<file path="config.mk">
export PLATFORM = sky130hd
export DESIGN_NAME = lv_key_entry
export DESIGN_NICKNAME = d
export VERILOG_FILES = /design/src/rtl/lv_key_entry.sv
export SDC_FILE = /design/constraint.sdc
export NUM_CORES = 1
export LEC_CHECK = 0
export ABC_CLOCK_PERIOD_IN_PS = 4950
export BUFFER_PORTS_ARGS = -buffer_cell sky130_fd_sc_hd__buf_2
export CAP_MARGIN = 10
export CORE_MARGIN = 2
export CORE_UTILIZATION = 33
export CTS_CLUSTER_DIAMETER = 150
export DETAILED_ROUTE_END_ITERATION = 8
export PLACE_DENSITY_LB_ADDON = 0.1
export SYNTH_ARGS = -nofsm -noshare
export SYNTH_HDL_FRONTEND = slang
export SYNTH_SLANG_ARGS = --single-unit
</file>
<file path="constraint.sdc">
create_clock -name clk -period 4.95 [get_ports clk]
set_input_delay 0.7425 -clock clk [delete_from_list [all_inputs] [get_ports clk]]
set_output_delay 0.7425 -clock clk [all_outputs]
set_load 0.02 [all_outputs]
</file>
<file path="src/rtl/lv_key_entry.sv">
module lv_key_entry #(
  parameter int          KEY_W       = 32,
  parameter logic [31:0] KEY_VALUE   = 32'h4D434850,
  parameter int          SYNC_STAGES = 2
) (
  input  logic clk,
  input  logic rst_n,
  input  logic pgm_clk_i,
  input  logic pgm_dat_i,
  input  logic mode_pin_n_i,
  input  logic lv_enable_i,
  output logic prog_mode_o,
  output logic hold_reset_o,
  output logic io_tristate_o,
  output logic addr_clear_o
);

  localparam int CW = $clog2(KEY_W + 1);
  localparam logic [KEY_W-1:0] KEY = KEY_VALUE[KEY_W-1:0];

  logic [SYNC_STAGES-1:0] clk_sync, dat_sync, pin_sync;
  logic                   clk_d;
  logic [KEY_W-1:0]       shreg_q;
  logic [CW-1:0]          cnt_q;
  logic                   prog_q, locked_q, clr_q;

  always_ff @(posedge clk or negedge rst_n) begin
    if (!rst_n) begin
      clk_sync <= '0;
      dat_sync <= '0;
      pin_sync <= '1;
      clk_d    <= 1'b0;
    end else begin
      clk_sync <= {clk_sync[SYNC_STAGES-2:0], pgm_clk_i};
      dat_sync <= {dat_sync[SYNC_STAGES-2:0], pgm_dat_i};
      pin_sync <= {pin_sync[SYNC_STAGES-2:0], mode_pin_n_i};
      clk_d    <= clk_sync[SYNC_STAGES-1];
    end
  end

  wire clk_s  = clk_sync[SYNC_STAGES-1];
  wire dat_s  = dat_sync[SYNC_STAGES-1];
  wire pin_hi = pin_sync[SYNC_STAGES-1];
  wire fall   = clk_d & ~clk_s;

  wire shift_en = fall & ~pin_hi & lv_enable_i & ~prog_q & ~locked_q;
  wire last_bit = shift_en && (cnt_q == CW'(KEY_W - 1));
  wire [KEY_W-1:0] shreg_nxt = {dat_s, shreg_q[KEY_W-1:1]};

  always_ff @(posedge clk or negedge rst_n) begin
    if (!rst_n) begin
      shreg_q  <= '0;
      cnt_q    <= '0;
      prog_q   <= 1'b0;
      locked_q <= 1'b0;
      clr_q    <= 1'b0;
    end else if (pin_hi) begin
      shreg_q  <= '0;
      cnt_q    <= '0;
      prog_q   <= 1'b0;
      locked_q <= 1'b0;
      clr_q    <= 1'b0;
    end else begin
      clr_q <= 1'b0;
      if (shift_en) begin
        shreg_q <= shreg_nxt;
        cnt_q   <= cnt_q + 1'b1;
        if (last_bit) begin
          if (shreg_nxt == KEY) begin
            prog_q <= 1'b1;
            clr_q  <= 1'b1;
          end else begin
            locked_q <= 1'b1;
          end
        end
      end
    end
  end

  assign prog_mode_o   = prog_q;
  assign hold_reset_o  = prog_q;
  assign io_tristate_o = prog_q;
  assign addr_clear_o  = clr_q;

  a_r3_clear_at_entry: assert property (@(posedge clk) disable iff (!rst_n)
    $rose(prog_q) |-> clr_q);
  a_r3_clear_one_cycle: assert property (@(posedge clk) disable iff (!rst_n)
    clr_q |=> !clr_q);
  a_r3_clear_needs_mode: assert property (@(posedge clk) disable iff (!rst_n)
    clr_q |-> prog_q);
  a_r9_pin_high_exits: assert property (@(posedge clk) disable iff (!rst_n)
    pin_hi |=> (!prog_q && cnt_q == '0));
  a_r5_enable_gates: assert property (@(posedge clk) disable iff (!rst_n)
    (!lv_enable_i && !prog_q) |=> !prog_q);
  a_r8_locked_stays_out: assert property (@(posedge clk) disable iff (!rst_n)
    locked_q |=> !prog_q);
  a_r7_mismatch_locks: assert property (@(posedge clk) disable iff (!rst_n)
    (last_bit && shreg_nxt != KEY) |=> (locked_q && !prog_q));

endmodule

</file>
==> results.tsv, run 1 <==
metric	value	unit
yosysWarnings	0	
wl_per_cell	13.1	um
insertion_delay	0.29	ns
dp.cells	268	
start_kind	flop	
drt-pass1-iter-count	4	
max_slew_margin	0.310	
overflow	0	
fin_crit	2.53	ns
cts-resized-gates	0	
setup_tns	0	ns
grt_max_degree	48	
viasPerCell	4.79	
synth_top_family_by_area	simple AND/OR/NAND/NOR gates	
cp_num_buf_inv	0	
synth_cell_types	30	
seqCellArea	0.00118	mm^2
p_per_area	318	mW/mm^2
clock-skew-final	0.00778	ns
tightest_slew	1.03	ns
die_w	80.7	um
cts_buffer_depth	2	
finalSetupViolCount	0	
power_leakage	0.000895	uW
htreeDepth	2	
layout_common_cells	nand2_1, dfrtp_1, a21oi_1	
hold_buffers	0	
synth-adder-area-share	0.00644	
layout_commonest_cell	nand2_1	
synth_area	0.00194	mm^2
cts_tree	built	
grt_pass1_wl	6.38	mm
cts.sinks	47	
path_delay_family	simple AND/OR/NAND/NOR gates	
n_antenna_cell	0	
worst-path-max-fanout	41	
cp_slowest_cell	dfstp_2	
drv_cap	0	
ys_seq_area_frac	0.607	
critical_path_class	flop to flop	
drive_gt1_frac	0.107	
status	finished, final reports clean	
syn_to_final_growth	10.7	%
rows	27	
max-vdd-ir-drop	0.167	mV
synth_nets	207	
drtIter0Drc	102	
dp_slack	2.41	ns
synth.area.mux_share	0	
antenna_found_initial	0	
cts_root_buffer	clkbuf_8	
post-cts-setup-buffers	0	
hpwlAfterDp	2.25	mm
setup_ws	2.42	ns
arrival	2.74	ns
synth_compound_area_frac	0.0954	
finalNonFillerCells	277	
die_area	0.00651	mm^2
multi_input_area	698	um^2
initial_core_util	0.346	
netlist_instances	200	
rsz0062_at_grt	false	
grt_pass1_vias	1323	
grt.total_usage	0.129	
synth-simple-area-share	0.240	
fin_crit_sh	0.512	
crit_path_frequent_cell	nand2_1	
critical_path.max_stage_delay	1.05	ns
post-route-util	0.383	
hold_violations	0	
endpoint_kind	flop	
ios	10	
avgSynthCellArea	9.71	um^2
routed_wl	3.64	mm
path_cells	and4bb_4, nand2_1, nand2_1, a21oi_1	
worst-endpoint-required	5.16	ns
synthXorXnorAreaFrac	0.0180	
ant_nets	0	
ys_seq_elements	47	
drc	0	
num-nets-final	211	
dieHeight	80.7	um
fp.coreArea	0.00561	mm^2
clkTransAtPathRegs	0.08	ns
fmax	0.395	GHz
numCtsBuffers	5	
via_count	1328	
hp-class	flop to flop	
num-fill-cells	590	
finalWeightedCongestion	0.695	
slew_viol_final	0	
numPortBuffers	9	
hold_slack	0.353	ns
-- per-layer routing --
layer  vias up  global-route usage  part of all wire
li1        671                   -                 -
met1       634               0.175              0.51
met2        16               0.198              0.45
met3         7              0.0337             0.027
met4         0              0.0508             0.015
met5         -                   0                 0
-- area by class of cell --
class | instances | area share
clock inverter | 1 | 0.0140
timing repair buffer | 10 | 0.0338
sequential | 47 | 0.548
clock buffer | 7 | 0.0355
multi-input combinational | 139 | 0.325
tap | 72 | 0.0419
inverter | 1 | 0.00175
-- cell usage after synthesis --
master / n / area (um^2)
o22ai_2: 1 / 12.5
ha_1: 1 / 12.5
nand3_2: 1 / 10.0
and4b_1: 1 / 10.0
dfrtp_1: 45 / 1130
nor4_1: 4 / 25.0
nor3_1: 2 / 10.0
nand2b_1: 2 / 12.5
buf_4: 2 / 15.0
nand2_1: 68 / 255
and2_1: 1 / 6.26
or4b_1: 1 / 10.0
clkbuf_1: 5 / 18.8
nand3_1: 3 / 15.0
xnor2_1: 1 / 8.76
inv_1: 1 / 3.75
or4b_4: 1 / 13.8
buf_1: 2 / 7.51
nand4b_1: 1 / 8.76
nor2_1: 7 / 26.3
buf_2: 4 / 20.0
and4bb_4: 1 / 16.3
o21ai_0: 1 / 5.00
dfstp_2: 2 / 52.6
or4bb_1: 1 / 11.3
a21oi_1: 32 / 160
xor2_1: 3 / 26.3
o21bai_1: 1 / 7.51
or4_1: 3 / 22.5
and3_1: 2 / 12.5
-- stage by stage --
step | total power (uW) | area (um^2)
final | 683 | 2150
after detailed placement | 419 | 2020
after global placement | 418 | 2020
after global routing | 716 | 2150
after floorplan | 407 | 1940
after CTS | 695 | 2120
-- sequential cells by signal, summed over array words and instances, names as in the netlist --
signal        count
clk_sync          2
hold_reset_o      1
shreg_q          31
pin_sync          2
locked_q          1
cnt_q             6
clk_d             1
dat_sync          2
addr_clear_o      1
-- logic make-up after synthesis --
logic type,count (synthesis)
adders and majority gates,1
and+or+nand+nor,99
buffers and inverters,14
AOI/OAI and AO/OA,35
DFF,47
xor gates and xnor gates,4
-- power by group --
group	total (uW)	internal, uW	switching (uW)	leakage [uW]
sequential	394	388	6.54	0.000638
combinational	17.0	4.32	12.7	0.000204
clock	271	151	120	0.0000524
-- final timing paths --
| kind | from | endpoint | slack [ns] | cells past startpoint |
|---|---|---|---|---|
| max in group asynchronous | rst_n | cnt_q[0] | 3.68 | 1 |
| worst min-delay path | clk_sync[0] | clk_sync[1] | 0.35 | 0 |
| worst max register to register | pin_sync[1] | shreg_q[25] | 2.42 | 4 |
| worst max-delay path | pin_sync[1] | shreg_q[25] | 2.42 | 4 |
| min in group asynchronous | rst_n | cnt_q[5] | 0.61 | 1 |
| worst min register to register | clk_sync[0] | clk_sync[1] | 0.35 | 0 |
-- worst register-to-register path, cell delays in order, from the launching register on --
cell and delay [ns]:
dfstp_2 1.05, and4bb_4 0.33, nand2_1 0.76, nand2_1 0.15, a21oi_1 0.18
No activity file was read; power rests on OpenSTA's default activity.
==> run 2: changes to the inputs <==
--- a/config.mk
+++ b/config.mk
@@ -5,7 +5,7 @@
 export SDC_FILE = /design/constraint.sdc
 export NUM_CORES = 1
 export LEC_CHECK = 0
-export ABC_CLOCK_PERIOD_IN_PS = 4950
+export ABC_CLOCK_PERIOD_IN_PS = 2600
 export BUFFER_PORTS_ARGS = -buffer_cell sky130_fd_sc_hd__buf_2
 export CAP_MARGIN = 10
 export CORE_MARGIN = 2
==> constraint.sdc (replaced) <==
create_clock -name clk -period 2.6 [get_ports clk]
set_input_delay 0.39 -clock clk [delete_from_list [all_inputs] [get_ports clk]]
set_output_delay 0.39 -clock clk [all_outputs]
set_load 0.02 [all_outputs]
==> run 2 against run 1 <==
Clock power increased by 74%. Via count increased by 3.1%. Sequential power increased by 89%. First-iteration DRC count decreased by 34%. Clock skew decreased by 0.0020 ns. Count of clock-buffer cells in the layout increased by 1. Setup slack got worse by 1.6 ns. Final cell count increased by 1.4%. Largest power group unchanged. Fmax increased by 43%. Largest cell class unchanged.
==> results.tsv, run 2 (synthesized netlist as in run 1, its figures left out) <==
metric	value	unit
status	finished, final reports clean	
drt-pass1-iter-count	4	
num-fill-cells	598	
hold_violations	0	
cts-resized-gates	0	
cts_root_buffer	clkbuf_8	
dp.cells	272	
viasPerCell	4.87	
routed_wl	3.76	mm
cts.sinks	47	
drt-met1-wl	1.85	mm
setup_ws	0.831	ns
fin_crit	1.77	ns
largest_reg_flops	31	
setup_tns	0	ns
start_kind	flop	
initial_core_util	0.346	
dp_slack	0.868	ns
wl_per_cell	13.4	um
htreeDepth	2	
final_cell_area	0.00216	mm^2
max-vdd-ir-drop	0.313	mV
route.met2.wl	1.76	mm
grt_pass1_wl	6.62	mm
slew_viol_final	0	
cp_slowest_cell	or4b_1	
cts_buffer_depth	2	
wl_met3	97	um
post-cts-setup-buffers	0	
cp_num_buf_inv	0	
fmax	0.565	GHz
arrival	1.94	ns
clock-skew-final	0.00578	ns
tightest_slew	0.494	ns
placed_cell_area	0.00205	mm^2
power_leakage	0.000905	uW
hp-class	primary input to flop	
clkTransAtPathRegs	0.08	ns
routed.top_layer	met4	
antenna_found_initial	0	
die_area	0.00651	mm^2
top_regs	shreg_q: 31 flops, cnt_q: 6 flops	
largest_register	shreg_q	
ant_nets	0	
drtIter0Drc	67	
grt_pass1_vias	1384	
dieHeight	80.7	um
critical_path.max_stage_delay	0.54	ns
rows	27	
hpwlAfterDp	2.45	mm
numPortBuffers	9	
fin_crit_sh	0.681	
n_antenna_cell	0	
cts_tree	built	
path_cells	or4b_1, nor4_1, and4b_1, nor3_1	
rsz0062_at_grt	false	
finalSetupViolCount	0	
ios	10	
insertion_delay	0.29	ns
max_slew_margin	0.668	
drc	0	
p_per_area	583	mW/mm^2
drive_gt1_frac	0.124	
multi_input_area	698	um^2
num-nets-final	215	
worst-path-max-fanout	3	
grt_max_degree	36	
syn_to_final_growth	11.0	%
finalNonFillerCells	281	
fp.coreArea	0.00561	mm^2
seqCellArea	0.00118	mm^2
layout_common_cells	nand2_1, dfrtp_1, a21oi_1	
endpoint_kind	flop	
drv_cap	0	
layout_commonest_cell	nand2_1	
critical_path_class	flop to flop	
grt.total_usage	0.134	
via_count	1369	
finalWeightedCongestion	0.777	
path_delay_family	simple AND/OR/NAND/NOR gates	
worst-endpoint-required	2.77	ns
numCtsBuffers	5	
overflow	0	
die_w	80.7	um
==> run 2: cell types whose count changed in the layout (fill, tap and decap cells not counted) <==
cell           delta
buf_4             +4
clkbuf_8          +2
buf_16            -1
bufinv_16         -1
clkbuf_1          -1
dlygate4sd3_1     +1
==> run 2: worst paths after layout <==
path | slack (ns) | cells past startpoint | to | from
worst min-delay path | 0.19 | 1 | pin_sync[0] | mode_pin_n_i
worst min register to register | 0.35 | 0 | clk_sync[1] | clk_sync[0]
min in group asynchronous | 0.51 | 2 | cnt_q[5] | rst_n
worst max register to register | 0.83 | 4 | locked_q | shreg_q[14]
max in group asynchronous | 1.32 | 3 | pin_sync[0] | rst_n
worst max-delay path | 0.83 | 4 | locked_q | shreg_q[14]
==> run 2: through the flow <==
stage	hold WS (ns)	util	total power, uW
CTS	0.177	0.384	1280
global route	0.170	0.384	1320
floorplan	0.0944	-	775
detailed placement	0.303	0.365	801
global placement	0.292	0.365	800
finish	0.188	0.384	1260
==> run 2: per-layer routing <==
| metal | vias up | GRT usage |
|---|---|---|
| met2 | 17 | 0.214 |
| met4 | 0 | 0.0508 |
| met1 | 671 | 0.177 |
| met3 | 5 | 0.0337 |
| met5 | - | 0 |
| li1 | 676 | - |
==> run 2: final cells by class <==
cell class                 count  share of cell area
clock buffer                   8              0.0464
inverter                       1             0.00174
multi-input combinational    139               0.324
sequential                    47               0.547
tap                           72              0.0418
timing repair buffer          14              0.0395
==> run 2: worst reg2reg max path, stage by stage, from the launching register on <==
cell     delay, ns
dfrtp_1       0.40
or4b_1        0.54
nor4_1        0.40
and4b_1       0.25
nor3_1        0.05
==> run 2: repair_timing <==
action,CTS,global route
hold buffers,1,0
hold endpoints to repair,13,0
setup endpoints to repair,0,0
==> run 2: report_power, final <==
part	leakage [uW]	switching [uW]	internal, uW
Combinational	0.000216	31.1	10.0
Clock	0.0000515	229	243
Sequential	0.000638	6.00	738
